File: src/rtl/chan_out_pkg.sv
package chan_out_pkg;

    typedef enum logic [1:0] {
        ACT_NONE = 2'b00,
        ACT_SET  = 2'b01,
        ACT_CLR  = 2'b10,
        ACT_TGL  = 2'b11
    } act_e;

    typedef enum logic [1:0] {
        FRC_OFF  = 2'b00,
        FRC_LOW  = 2'b01,
        FRC_HIGH = 2'b10,
        FRC_INV  = 2'b11
    } frc_e;

    typedef enum logic [2:0] {
        SRC_WAVE  = 3'd0,
        SRC_DEAD  = 3'd1,
        SRC_ZERO  = 3'd2,
        SRC_LOAD  = 3'd3,
        SRC_CMP   = 3'd4,
        SRC_CAP   = 3'd5,
        SRC_FAULT = 3'd6,
        SRC_EXT   = 3'd7
    } src_e;

    localparam int LANES    = 2;
    localparam int LANE_MAIN = 0;
    localparam int LANE_COMP = 1;

    typedef logic [LANES-1:0] lane_vec_t;

    function automatic logic apply_act(act_e a, logic cur);
        case (a)
            ACT_SET: return 1'b1;
            ACT_CLR: return 1'b0;
            ACT_TGL: return ~cur;
            default: return cur;
        endcase
    endfunction

    function automatic logic apply_frc(frc_e f, logic cur);
        case (f)
            FRC_LOW:  return 1'b0;
            FRC_HIGH: return 1'b1;
            FRC_INV:  return ~cur;
            default:  return cur;
        endcase
    endfunction

endpackage

File: src/rtl/chan_wave_gen.sv
module chan_wave_gen
    import chan_out_pkg::*;
(
    input  logic       clk,
    input  logic       rst,
    input  logic       cnt_en,
    input  logic       evt_zero,
    input  logic       evt_load,
    input  logic       cnt_up,
    input  logic       cmp_hit,
    input  act_e       act_zero,
    input  act_e       act_load,
    input  act_e       act_cmp_up,
    input  act_e       act_cmp_dn,
    input  logic       idle_lvl,
    output logic       wave
);

    act_e win_act;

    // ranked event arbitration: first present event owns the action
    always_comb begin
        if (evt_zero)               win_act = act_zero;
        else if (evt_load)          win_act = act_load;
        else if (cmp_hit && cnt_up) win_act = act_cmp_up;
        else if (cmp_hit)           win_act = act_cmp_dn;
        else                        win_act = ACT_NONE;
    end

    always_ff @(posedge clk) begin
        if (rst)          wave <= 1'b0;
        else if (!cnt_en) wave <= idle_lvl;
        else              wave <= apply_act(win_act, wave);
    end

    p_idle_preset_r2: assert property (@(posedge clk) disable iff (rst)
        !cnt_en |=> wave == $past(idle_lvl));

    p_zero_wins_r4: assert property (@(posedge clk) disable iff (rst)
        (cnt_en && evt_zero && act_zero == ACT_NONE) |=> $stable(wave));

    p_toggle_r3: assert property (@(posedge clk) disable iff (rst)
        (cnt_en && evt_zero && act_zero == ACT_TGL) |=> wave != $past(wave));

endmodule

File: src/rtl/chan_src_stage.sv
module chan_src_stage
    import chan_out_pkg::*;
(
    input  logic       clk,
    input  logic       rst,
    input  logic       wave,
    input  logic       dead_main,
    input  logic       dead_comp,
    input  logic       evt_zero,
    input  logic       evt_load,
    input  logic       cmp_hit,
    input  logic       cap_hit,
    input  logic       fault_lvl,
    input  logic       sig_in,
    input  src_e       src_sel,
    input  frc_e       frc_main,
    input  frc_e       frc_comp,
    output lane_vec_t  forced
);

    lane_vec_t raw;
    frc_e      frc_lane [LANES];
    logic      sel_main;

    always_comb begin
        case (src_sel)
            SRC_WAVE:  sel_main = wave;
            SRC_DEAD:  sel_main = dead_main;
            SRC_ZERO:  sel_main = evt_zero;
            SRC_LOAD:  sel_main = evt_load;
            SRC_CMP:   sel_main = cmp_hit;
            SRC_CAP:   sel_main = cap_hit;
            SRC_FAULT: sel_main = fault_lvl;
            default:   sel_main = sig_in;
        endcase
        raw[LANE_MAIN] = sel_main;
        raw[LANE_COMP] = (src_sel == SRC_DEAD) ? dead_comp : ~sel_main;
    end

    assign frc_lane[LANE_MAIN] = frc_main;
    assign frc_lane[LANE_COMP] = frc_comp;

    for (genvar g = 0; g < LANES; g++) begin : g_force
        assign forced[g] = apply_frc(frc_lane[g], raw[g]);
    end

    p_force_high_r7: assert property (@(posedge clk) disable iff (rst)
        frc_main == FRC_HIGH |-> forced[LANE_MAIN]);

    p_force_low_comp_r7: assert property (@(posedge clk) disable iff (rst)
        frc_comp == FRC_LOW |-> !forced[LANE_COMP]);

endmodule

File: src/rtl/chan_override.sv
module chan_override
    import chan_out_pkg::*;
(
    input  logic       clk,
    input  logic       rst,
    input  lane_vec_t  din,
    input  logic       fault_lvl,
    input  logic       fault_async,
    input  logic       dbg_halt,
    input  logic       flt_ovr_en,
    input  logic       dbg_ovr_en,
    input  lane_vec_t  safe_lvl,
    output lane_vec_t  dout
);

    logic flt_q;
    logic halt_q;
    logic take_safe;

    always_ff @(posedge clk) begin
        if (rst) begin
            flt_q  <= 1'b0;
            halt_q <= 1'b0;
        end else begin
            flt_q  <= fault_lvl;
            halt_q <= dbg_halt;
        end
    end

    assign take_safe = (flt_ovr_en && (flt_q || fault_async)) || (dbg_ovr_en && halt_q);

    for (genvar g = 0; g < LANES; g++) begin : g_ovr
        assign dout[g] = take_safe ? safe_lvl[g] : din[g];
    end

    p_async_fault_r9: assert property (@(posedge clk) disable iff (rst)
        (flt_ovr_en && fault_async) |-> dout == safe_lvl);

    p_halt_safe_r8: assert property (@(posedge clk) disable iff (rst)
        (!$past(rst) && $past(dbg_halt) && dbg_ovr_en) |-> dout == safe_lvl);

    p_no_override_r8: assert property (@(posedge clk) disable iff (rst)
        (!flt_ovr_en && !dbg_ovr_en) |-> dout == din);

endmodule

File: src/rtl/chan_out_cond.sv
module chan_out_cond
    import chan_out_pkg::*;
(
    input  logic       clk,
    input  logic       rst,
    input  logic       cnt_en,
    input  logic       evt_zero,
    input  logic       evt_load,
    input  logic       cnt_up,
    input  logic       cmp_hit,
    input  logic       cap_hit,
    input  logic       dead_main,
    input  logic       dead_comp,
    input  logic       sig_in,
    input  logic       fault_lvl,
    input  logic       fault_async,
    input  logic       dbg_halt,
    input  logic [1:0] act_zero,
    input  logic [1:0] act_load,
    input  logic [1:0] act_cmp_up,
    input  logic [1:0] act_cmp_dn,
    input  logic [2:0] src_sel,
    input  logic [1:0] frc_main,
    input  logic [1:0] frc_comp,
    input  logic       flt_ovr_en,
    input  logic       dbg_ovr_en,
    input  logic       safe_main,
    input  logic       safe_comp,
    input  logic       inv_en,
    input  logic       out_dis,
    input  logic       idle_lvl,
    output logic       pin_main,
    output logic       pin_comp
);

    logic      wave;
    lane_vec_t forced;
    lane_vec_t guarded;
    lane_vec_t safe_vec;
    lane_vec_t idle_vec;
    lane_vec_t pins;

    chan_wave_gen u_wave (
        .clk        (clk),
        .rst        (rst),
        .cnt_en     (cnt_en),
        .evt_zero   (evt_zero),
        .evt_load   (evt_load),
        .cnt_up     (cnt_up),
        .cmp_hit    (cmp_hit),
        .act_zero   (act_e'(act_zero)),
        .act_load   (act_e'(act_load)),
        .act_cmp_up (act_e'(act_cmp_up)),
        .act_cmp_dn (act_e'(act_cmp_dn)),
        .idle_lvl   (idle_lvl),
        .wave       (wave)
    );

    chan_src_stage u_src (
        .clk        (clk),
        .rst        (rst),
        .wave       (wave),
        .dead_main  (dead_main),
        .dead_comp  (dead_comp),
        .evt_zero   (evt_zero),
        .evt_load   (evt_load),
        .cmp_hit    (cmp_hit),
        .cap_hit    (cap_hit),
        .fault_lvl  (fault_lvl),
        .sig_in     (sig_in),
        .src_sel    (src_e'(src_sel)),
        .frc_main   (frc_e'(frc_main)),
        .frc_comp   (frc_e'(frc_comp)),
        .forced     (forced)
    );

    assign safe_vec[LANE_MAIN] = safe_main;
    assign safe_vec[LANE_COMP] = safe_comp;
    assign idle_vec[LANE_MAIN] = idle_lvl;
    assign idle_vec[LANE_COMP] = ~idle_lvl;

    chan_override u_ovr (
        .clk         (clk),
        .rst         (rst),
        .din         (forced),
        .fault_lvl   (fault_lvl),
        .fault_async (fault_async),
        .dbg_halt    (dbg_halt),
        .flt_ovr_en  (flt_ovr_en),
        .dbg_ovr_en  (dbg_ovr_en),
        .safe_lvl    (safe_vec),
        .dout        (guarded)
    );

    // final ladder: disable, then idle, then polarity
    for (genvar g = 0; g < LANES; g++) begin : g_pin
        always_comb begin
            if (out_dis)      pins[g] = 1'b0;
            else if (!cnt_en) pins[g] = idle_vec[g];
            else              pins[g] = guarded[g] ^ inv_en;
        end
    end

    assign pin_main = pins[LANE_MAIN];
    assign pin_comp = pins[LANE_COMP];

    p_disable_low_r11: assert property (@(posedge clk) disable iff (rst)
        out_dis |-> (!pin_main && !pin_comp));

    p_idle_level_r2: assert property (@(posedge clk) disable iff (rst)
        (!cnt_en && !out_dis) |-> (pin_main == idle_lvl && pin_comp != idle_lvl));

    p_invert_r10: assert property (@(posedge clk) disable iff (rst)
        (cnt_en && !out_dis && inv_en) |-> pin_main != guarded[LANE_MAIN]);

endmodule

File: config.mk
export PLATFORM = sky130hd
export DESIGN_NAME = chan_out_cond
export DESIGN_NICKNAME = d
export VERILOG_FILES = /design/src/rtl/chan_out_pkg.sv /design/src/rtl/chan_wave_gen.sv /design/src/rtl/chan_src_stage.sv /design/src/rtl/chan_override.sv /design/src/rtl/chan_out_cond.sv
export SDC_FILE = /design/constraint.sdc
export NUM_CORES = 1
export LEC_CHECK = 0
export ABC_AREA = 1
export CAP_MARGIN = 40
export CORE_UTILIZATION = 27
export CTS_CLUSTER_DIAMETER = 50
export DETAILED_ROUTE_END_ITERATION = 6
export PLACE_DENSITY = 0.79
export SETUP_SLACK_MARGIN = 0.3
export SLEW_MARGIN = 20
export SYNTH_ARGS = -nofsm -noshare
export SYNTH_HDL_FRONTEND = slang
export SYNTH_SLANG_ARGS = --single-unit
File: constraint.sdc
create_clock -name clk -period 1.95 [get_ports clk]
set_input_delay 0.585 -clock clk [delete_from_list [all_inputs] [get_ports clk]]
set_output_delay 0.585 -clock clk [all_outputs]
set_load 0.05 [all_outputs]
==> flow_summary.ini <==
[critical_path]
reg2reg_slack_ns = 0.90
reg2reg_depth = 6
rr_startpoint = u_wave.wave
cp.required_ns = 1.36
crit_path_start_kind = input port
crit_family = simple AND/OR/NAND/NOR gates
slowest_delay_ns = 0.16
cp_num_cells = 14
critPathCaptureType = primary output
path_common_cell = nor2_4
cp.arrival_ns = 1.86
critPathLaunch = src_sel[2]
r2r-end = u_wave.wave
crit_chain = buf_6 -> buf_12 -> inv_12 -> nand3_4 -> nor2_4 -> nor2_4 -> nand3_2 -> nand2_1 -> nand3_2 -> nand3_4 -> a21oi_4 -> nor2_4 -> nor2_4 -> buf_12
crit_path_max_fanout = 4
cp_slowest_cell = a21oi_4
crit_end = pin_comp
crit_buf_inv = 4
crit_type = in2out

[drt]
drtPass1Iterations = 4
post-route-drc-count = 0
antenna_left = 0
drt_wl_total_microns = 1630
viasPerCell = 4.75
vias = 703
initialDrtViolationCount = 14
wl_per_cell_microns = 11.0

[die]
dieHeight_microns = 41.9
coreArea_sq_um = 1490
die-width_microns = 41.9
io_pins = 38
dieArea_sq_um = 1750
rows = 14
initial_core_util_pct = 28.8

[timing]
maxSlewViolCount = 0
slew_headroom_pct = 85.4
setup_viol = 2
finalHoldViolCount = 0
fin_crit_sh_pct = 126
fin_ws_ns = -0.497
tightest_slew_ns = 0.219
rsz0062_at_grt = yes
max_freq_ghz = 0.409
fin_crit_ns = 2.45
clock_skew_ns = 0

[yosys]
synth_top_area_cell = nand2_1
syn_area_sq_um = 429
ys_seq_area_share_pct = 14.0
syn_nets = 115
yosysTopAreaCellShare_pct = 15.7
synthTopCellsByArea = nand2_1 (16%), dfxtp_1 (14%), inv_1 (14%), nand3_1 (10%), nand3_2 (9.3%)
synth_warnings = 0
synth_seq_cells = 3
netlist_instances = 79
synth.distinct_cells = 17
synth.avg_cell_area_sq_um = 5.43

[global_route]
grt_pass1_wl_microns = 2680
antenna_found_initial = 0
first_global_vias = 676
grt_usage_pct = 20.5
grt_max_degree = 7
overflow = 0

[clock_network]
htreeDepth = 1
max-clock-path-buffers = 2
clockRootBuffer = clkbuf_4
clk_pin_slew_ns = 0.03
cts_sinks = 3
cts_made_buffers = 3
cts_tree = built
clock_latency_ns = 0.24

[pwr]
leakagePower_nw = 0.518
combPwrFrac_pct = 57.5
pwr_density_cell_nw_per_um2 = 372
irDropWorstVdd_mv = 0.382
clock_power_share_pct = 26.3
switching_power_w = 0.000145
swShare_pct = 34.7
fin_total_pwr_w = 0.000417
power_frac_seq_pct = 16.2
power.internal_w = 0.000273

[finish]
drive_gt1_share_pct = 40.2
fin_nets = 169
n_antenna_cell = 0
fin_cells = 148
synthToLayoutAreaGrowth_pct = 161
nFillCells = 111

[job]
max_cap_violations = 0

[place]
hpwlAfterDp_microns = 1310
dp_slack_ns = -1.09
io_buffers = 37
dpl.cell_count = 143
globalplace.congestion = 0.768

[hold_path]
hp-class = in2reg

[run_status]
failed_checks = negative setup slack
status = finished, violations left
==> synth_stat cells, drive strengths merged <==
cell type	instances
a21oi	5
dfxtp	3
inv	17
mux2i	1
nand2	18
nand3	13
nand3b	1
nand4	3
nor2	10
nor3	2
o211ai	2
o21ai	2
o221ai	1
or2	1
==> final cells by class <==
| class | count | area, sq um | share of cell area [%] |
|---|---|---|---|
| Clock buffer | 4 | 26.3 | 2.34 |
| Timing Repair Buffer | 49 | 483 | 43.1 |
| Multi-Input combinational cell | 59 | 450 | 40.2 |
| Tap cell | 16 | 20.0 | 1.79 |
| Sequential cell | 3 | 60.1 | 5.36 |
| Inverter | 17 | 81.3 | 7.25 |
==> timing repair <==
action	CTS	global route
hold buffers	0	0
gates resized for setup	54	10
buffers inserted	1	0
pin swaps	27	10
endpoints found under the setup margin	2	3
==> flip-flops by register name, indices dropped and copies added, names as in the netlist <==
signal	cells
u_ovr.halt_q	1
u_ovr.flt_q	1
u_wave.wave	1
==> worst min-delay path by stage <==
stage	end	startpoint	cells past startpoint
after floorplan	u_wave.wave	u_wave.wave	4
after global placement	u_wave.wave	u_wave.wave	4
after detailed placement	u_wave.wave	u_wave.wave	4
after CTS	u_ovr.flt_q	fault_lvl	3
after global routing	u_ovr.flt_q	fault_lvl	3
final	u_ovr.flt_q	fault_lvl	3
==> layer usage <==
metal  GRT usage (%)  wire length [microns]  vias to the layer above
met5               0                      0                        -
met4            15.5                     42                        0
met3            2.61                     52                        4
met2            35.9                    875                       22
met1            22.0                    660                      312
li1                -                      -                      365
==> cells by family after synthesis <==
logic type,after synthesis,synth area share [%]
compound gates,10,14.6
flops,3,14.0
mux,1,2.33
simple gates,48,54.2
buf+inv,17,14.9
==> worst reg2reg max path: stages, from the launching register on <==
cell,delay (ns)
dfxtp_1,0.32
buf_4,0.14
mux2i_1,0.19
a21oi_1,0.08
nand2_1,0.07
nand3_1,0.06
a21oi_1,0.11
==> power by group through the flow <==
stage                logic, W  clock network [W]  registers [W]
finish               0.000240           0.000110      0.0000678
detailed placement   0.000213                  0      0.0000686
CTS                  0.000228           0.000115      0.0000678
global route         0.000258           0.000126      0.0000678
global placement     0.000210                  0      0.0000679
floorplan           0.0000835                  0      0.0000688
==> per-stage QoR <==
| step | utilization [%] | hold slack, ns | setup TNS (ns) | area, sq um |
|---|---|---|---|---|
| 2_1_floorplan | - | 0.640 | -0.546 | 485 |
| 6_report | 75.3 | 0.692 | -0.992 | 1120 |
| 4_1_cts | 72.8 | 0.685 | -1.01 | 1080 |
| 3_5_place_dp | 66.6 | 0.739 | -2.17 | 991 |
| 3_3_place_gp | 66.6 | 0.725 | -2.11 | 991 |
| 5_1_grt | 75.3 | 0.712 | -1.16 | 1120 |
==> cells in the final DEF (no fill, tap or decap), types with 3 or more instances in the layout <==
cell / instances
a21oi_4: 3
buf_12: 3
buf_4: 12
clkbuf_4: 3
clkdlybuf4s15_1: 3
clkdlybuf4s50_1: 22
dfxtp_1: 3
dlygate4sd2_1: 5
inv_1: 11
inv_2: 4
nand2_1: 13
nand2_2: 5
nand3_1: 4
nand3_2: 7
nand4_1: 3
nor2_1: 5
nor2_4: 5
Power figures use the tool's default switching activity.
